[src/rtl/strobe_centering_seq.sv]
module strobe_centering_seq #(
  parameter int MAX_MAG    = 15,
  parameter int NARROW_MAG = 6,
  parameter int CNT_W      = 16,
  parameter int SETTLE_W   = 24,
  localparam int SW        = $clog2(MAX_MAG + 1) + 1
) (
  input  logic                 clk,
  input  logic                 rst_n,
  input  logic                 start,
  input  logic                 narrow_range,
  input  logic [SETTLE_W-1:0]  settle_cycles,
  input  logic [CNT_W-1:0]     err_threshold,
  input  logic                 err_valid,
  input  logic [CNT_W-1:0]     err_count,
  output logic signed [SW-1:0] strobe_word,
  output logic                 strobe_load,
  output logic                 read_gate,
  output logic                 done,
  output logic                 early_at_limit,
  output logic                 late_at_limit
);

  localparam logic signed [SW-1:0] WIDE_LIM = SW'(MAX_MAG);
  localparam logic signed [SW-1:0] NARR_LIM = SW'(NARROW_MAG);

  typedef enum logic [2:0] {ST_IDLE, ST_LOAD, ST_SETTLE, ST_READ, ST_DONE} state_t;
  typedef enum logic [1:0] {PH_EARLY, PH_LATE, PH_FINAL} phase_t;

  state_t                state;
  phase_t                phase;
  logic signed [SW-1:0]  cand, early_set, lim_q;
  logic [SETTLE_W-1:0]   settle_q, wait_cnt;
  logic [CNT_W-1:0]      thresh_q;
  logic                  over;
  logic signed [SW:0]    pair_sum, half;

  assign read_gate = (state == ST_READ);
  assign done      = (state == ST_DONE);
  assign over      = err_count > thresh_q;
  assign pair_sum  = {early_set[SW-1], early_set} + {cand[SW-1], cand};
  assign half      = $signed(pair_sum + {{SW{1'b0}}, pair_sum[SW]}) >>> 1;

  always_ff @(posedge clk) begin
    if (!rst_n) begin
      state          <= ST_IDLE;
      phase          <= PH_EARLY;
      cand           <= '0;
      early_set      <= '0;
      lim_q          <= WIDE_LIM;
      settle_q       <= '0;
      wait_cnt       <= '0;
      thresh_q       <= '0;
      strobe_word    <= '0;
      strobe_load    <= 1'b0;
      early_at_limit <= 1'b0;
      late_at_limit  <= 1'b0;
    end else begin
      strobe_load <= 1'b0;
      if (start) begin
        state          <= ST_LOAD;
        phase          <= PH_EARLY;
        cand           <= '1;
        early_at_limit <= 1'b0;
        late_at_limit  <= 1'b0;
        settle_q       <= settle_cycles;
        thresh_q       <= err_threshold;
        lim_q          <= narrow_range ? NARR_LIM : WIDE_LIM;
      end else begin
        case (state)
          ST_LOAD: begin
            strobe_word <= cand;
            strobe_load <= 1'b1;
            wait_cnt    <= settle_q;
            state       <= ST_SETTLE;
          end
          ST_SETTLE: begin
            if (wait_cnt == '0)
              state <= (phase == PH_FINAL) ? ST_DONE : ST_READ;
            else
              wait_cnt <= wait_cnt - 1'b1;
          end
          ST_READ: begin
            if (err_valid) begin
              state <= ST_LOAD;
              if (phase == PH_EARLY) begin
                if (over || cand == -lim_q) begin
                  early_set      <= cand;
                  early_at_limit <= !over;
                  phase          <= PH_LATE;
                  cand           <= SW'(1);
                end else begin
                  cand <= cand - 1'b1;
                end
              end else begin
                if (over || cand == lim_q) begin
                  late_at_limit <= !over;
                  phase         <= PH_FINAL;
                  cand          <= half[SW-1:0];
                end else begin
                  cand <= cand + 1'b1;
                end
              end
            end
          end
          default: ;
        endcase
      end
    end
  end

  logic [SETTLE_W:0] since_load;
  always_ff @(posedge clk) begin
    if (!rst_n)
      since_load <= '0;
    else if (strobe_load)
      since_load <= {{SETTLE_W{1'b0}}, 1'b1};
    else if (since_load != '1)
      since_load <= since_load + 1'b1;
  end

  AST_STROBE_GATE_LOW: assert property (@(posedge clk) disable iff (!rst_n)
    (strobe_word != $past(strobe_word)) |-> (!read_gate && !$past(read_gate)));

  AST_LOAD_GATE_LOW: assert property (@(posedge clk) disable iff (!rst_n)
    strobe_load |-> (!read_gate && !done));

  AST_SETTLE_WAIT: assert property (@(posedge clk) disable iff (!rst_n)
    $rose(read_gate) |-> (since_load > {1'b0, settle_q}));

  AST_GATE_HOLD: assert property (@(posedge clk) disable iff (!rst_n)
    (read_gate && !err_valid && !start) |=> read_gate);

  AST_WORD_IN_LIMIT: assert property (@(posedge clk) disable iff (!rst_n)
    strobe_load |-> (strobe_word <= lim_q && strobe_word >= -lim_q));

  AST_DONE_QUIET: assert property (@(posedge clk) disable iff (!rst_n)
    done |-> (!read_gate && !strobe_load));

endmodule

[config.mk]
export PLATFORM = sky130hd
export DESIGN_NAME = strobe_centering_seq
export DESIGN_NICKNAME = d
export VERILOG_FILES = /design/src/rtl/strobe_centering_seq.sv
export SDC_FILE = /design/constraint.sdc
export NUM_CORES = 1
export LEC_CHECK = 0
export BUFFER_PORTS_ARGS = -buffer_cell sky130_fd_sc_hd__buf_4
export CORE_ASPECT_RATIO = 1.5
export CORE_MARGIN = 3
export CORE_UTILIZATION = 60
export CTS_BUF_LIST = sky130_fd_sc_hd__clkbuf_4
export CTS_CLUSTER_DIAMETER = 40
export DETAILED_ROUTE_END_ITERATION = 7
export PLACE_DENSITY = 0.94
export REMOVE_ABC_BUFFERS = 1
export SLEW_MARGIN = 30
export SYNTH_ARGS = -nofsm -noshare
export SYNTH_HDL_FRONTEND = slang
export SYNTH_SLANG_ARGS = --single-unit
[constraint.sdc]
create_clock -name clk -period 2.85 [get_ports clk]
set_input_delay 0.285 -clock clk [delete_from_list [all_inputs] [get_ports clk]]
set_output_delay 0.285 -clock clk [all_outputs]
set_load 0.03 [all_outputs]
==> qor.csv <==
metric,value,unit
outcome,"finished, final reports clean",
clk sinks,88,
total negative slack,0,ns
gr ovfl total,0,
Post-synth EDFFs,0,
clk_skew,0.01303,ns
Combinational Power Share,21.7,%
Syn Inst Count,581,
"commonest non-fill, non-tap cells in the layout","buf_4, dfxtp_1, nor2b_1",
DR vias/cell,5.930,
hold_ws,0.08514,ns
CTS Buf Count,9,
drt pass-1 iters,5,
DR vias,4489,
I/O Pins,71,
HP Class,in2reg,
Worst-Skew Late Latency,0.45,ns
worst rel slew slack,58.15,%
Detailed Place HPWL,8450,µm
sw frac,28.30,%
area grow syn2layout,17.31,%
initial antenna violation count,0,
WP data required,3.21,ns
"most common cell after layout, fill and taps aside",buf_4,
"Slew Viols, Final",0,
Yosys reg bits,88,
clock slew at reported path FFs,0.13,ns
CP Class,reg2reg,
Final Setup Violations,0,
CTS tree,built,
total power,2797,µW
maximum fanout along the worst path,7,
Power Dens Cells,480.2,mW/mm²
Chip Width,80.28,µm
clk buf depth,2,
die height,117.4,µm
CTS Hold Bufs,0,
"Seq/Total Area, Yosys",35.47,%
Max IR drop VDD,437.5,µV
first-pass GRT wire length,19740,µm
Root Buffer,clkbuf_4,
Max Freq,0.3607,GHz
NumNets Final,734,
WP data arrival,3.13,ns
initial detailed-routing violation count,272,
CP endpoint kind,flop,
switching power,791.7,µW
Max Cap Viol,0,
Post-Synthesis Mean Instance Area,8.547,µm²
Synth Cell Area,0.004966,mm²
clock share of power,30.5,%
Sequential Power Share,47.8,%
Setup crit start kind,flop,
htree depth,3,
ANT nets after route,0,
core area,0.008058,mm²
# diodes,0,
Post-route DRC,0,
Die ar.,0.009426,mm²
final hold vios,0,
pin count of the biggest net entering global routing,45,
LEAKAGE,0.002441,µW
Async SR Flop Fraction,0,%
WL/cell,15.39,µm
port bufs,70,
Starting Density,61.63,%
vias in the first global route,4430,
Fillers,607,
Unique masters post-synth,61,
share of cells above drive strength 1,18.25,%
min cycle time layout,2.773,ns
worst-margin pin slew,0.6278,ns
site row count,40,
Post-synth top flop,dfxtp_1,
DRT Wirelength,11650,µm
Pint,2006,µW
routability congestion estimate,0.9359,
fin crit share,97.28,%
GRT Util Overall,25.69,%
Syn. warnings,0,
==> cell families after synthesis <==
group                    synth area share, %
AO/OA/AOI/OAI                          19.70
XOR/XNOR                               1.411
adder cells (fa/ha/maj)                6.702
flip-flops                             35.47
buffers and inverters                  4.938
AND/OR/NAND/NOR                        22.05
multiplexers                           9.725
==> power by group through the flow <==
stage               Sequential [µW]  Combinational [µW]  Clock, µW
finish                         1340                 607        854
global route                   1340                 675        912
CTS                            1340                 597        864
detailed placement             1360                 591          0
global placement               1360                 562          0
floorplan                      1360                 350          0
==> area by class of cell <==
cell class / instances / area (µm²) / area share, %
clock inverter: 7 / 110.1 / 1.890
tap: 105 / 131.4 / 2.255
timing repair buffer: 90 / 675.6 / 11.60
clock buffer: 9 / 67.56 / 1.160
sequential: 88 / 1762 / 30.24
inverter: 26 / 97.59 / 1.675
multi-input combinational: 432 / 2982 / 51.18
==> stage by stage <==
stage	std cells	utilization, %	setup slack, ns	area, µm²
3_3_place_gp	739	69.75	0.1602	5620
4_1_cts	755	71.96	0.03976	5798
3_5_place_dp	739	69.75	0.06658	5620
5_1_grt	757	72.30	-0.01002	5826
2_1_floorplan	546	-	-0.07170	4818
6_report	757	72.30	0.07746	5826
==> final timing paths <==
kind / slack [ns] / endpoint / depth (start not counted) / start
worst max register to register: 0.08 / cand[2]$_SDFFE_PN0P_ / 9 / thresh_q[14]$_SDFFE_PN0P_
worst min register to register: 0.48 / wait_cnt[9]$_SDFFE_PN0P_ / 2 / wait_cnt[9]$_SDFFE_PN0P_
worst min-delay path: 0.09 / thresh_q[13]$_SDFFE_PN0P_ / 3 / err_threshold[13]
worst max-delay path: 0.08 / cand[2]$_SDFFE_PN0P_ / 9 / thresh_q[14]$_SDFFE_PN0P_
==> Yosys cell counts (6+ instances only) <==
library cell | n | area (µm²)
nor3_1 | 18 | 90.09
nor2b_1 | 56 | 350.3
a31oi_1 | 8 | 50.05
o21ai_1 | 13 | 65.06
dfxtp_1 | 88 | 1762
a22oi_1 | 9 | 67.56
mux2i_1 | 46 | 460.4
nand2_1 | 44 | 165.2
and2_1 | 9 | 56.30
clkbuf_1 | 25 | 93.84
xor2_1 | 6 | 52.55
inv_1 | 26 | 97.59
a21boi_0 | 6 | 45.04
a21oi_1 | 26 | 130.1
o21ai_0 | 32 | 160.2
ha_1 | 25 | 312.8
nor2_1 | 46 | 172.7
nand3_1 | 8 | 40.04
==> worst max-delay path, stage by stage (launching register included) <==
cell	delay, ns
dfxtp_1	0.38
inv_1	0.06
ha_1	0.30
nand4_1	0.20
or4_4	0.61
a21o_1	0.23
a31oi_4	0.27
nor3_1	0.13
a221o_1	0.31
a32o_1	0.20
==> layer usage <==
layer / GRT usage (%) / wire length [µm] / vias up
met5: 0 / 0 / -
met2: 45.95 / 6222 / 130
met3: 4.992 / 482 / 44
met1: 28.40 / 4556 / 2120
li1: - / - / 2195
met4: 11.63 / 387 / 0
==> flip-flops by register name, summed over array words and instances (netlist names) <==
| name | flops |
|---|---|
| strobe_load | 1 |
| early_set | 5 |
| wait_cnt | 24 |
| state | 3 |
| settle_q | 24 |
| lim_q | 1 |
| early_at_limit | 1 |
| cand | 5 |
| strobe_word | 5 |
| phase | 2 |
| late_at_limit | 1 |
| thresh_q | 16 |
==> timing repair <==
item                       4_1_cts  5_1_grt
resized for setup                0        1
setup endpoints to repair        0        4
buffers inserted                 0        2
Note: power is estimated with default switching activity, not from simulation.
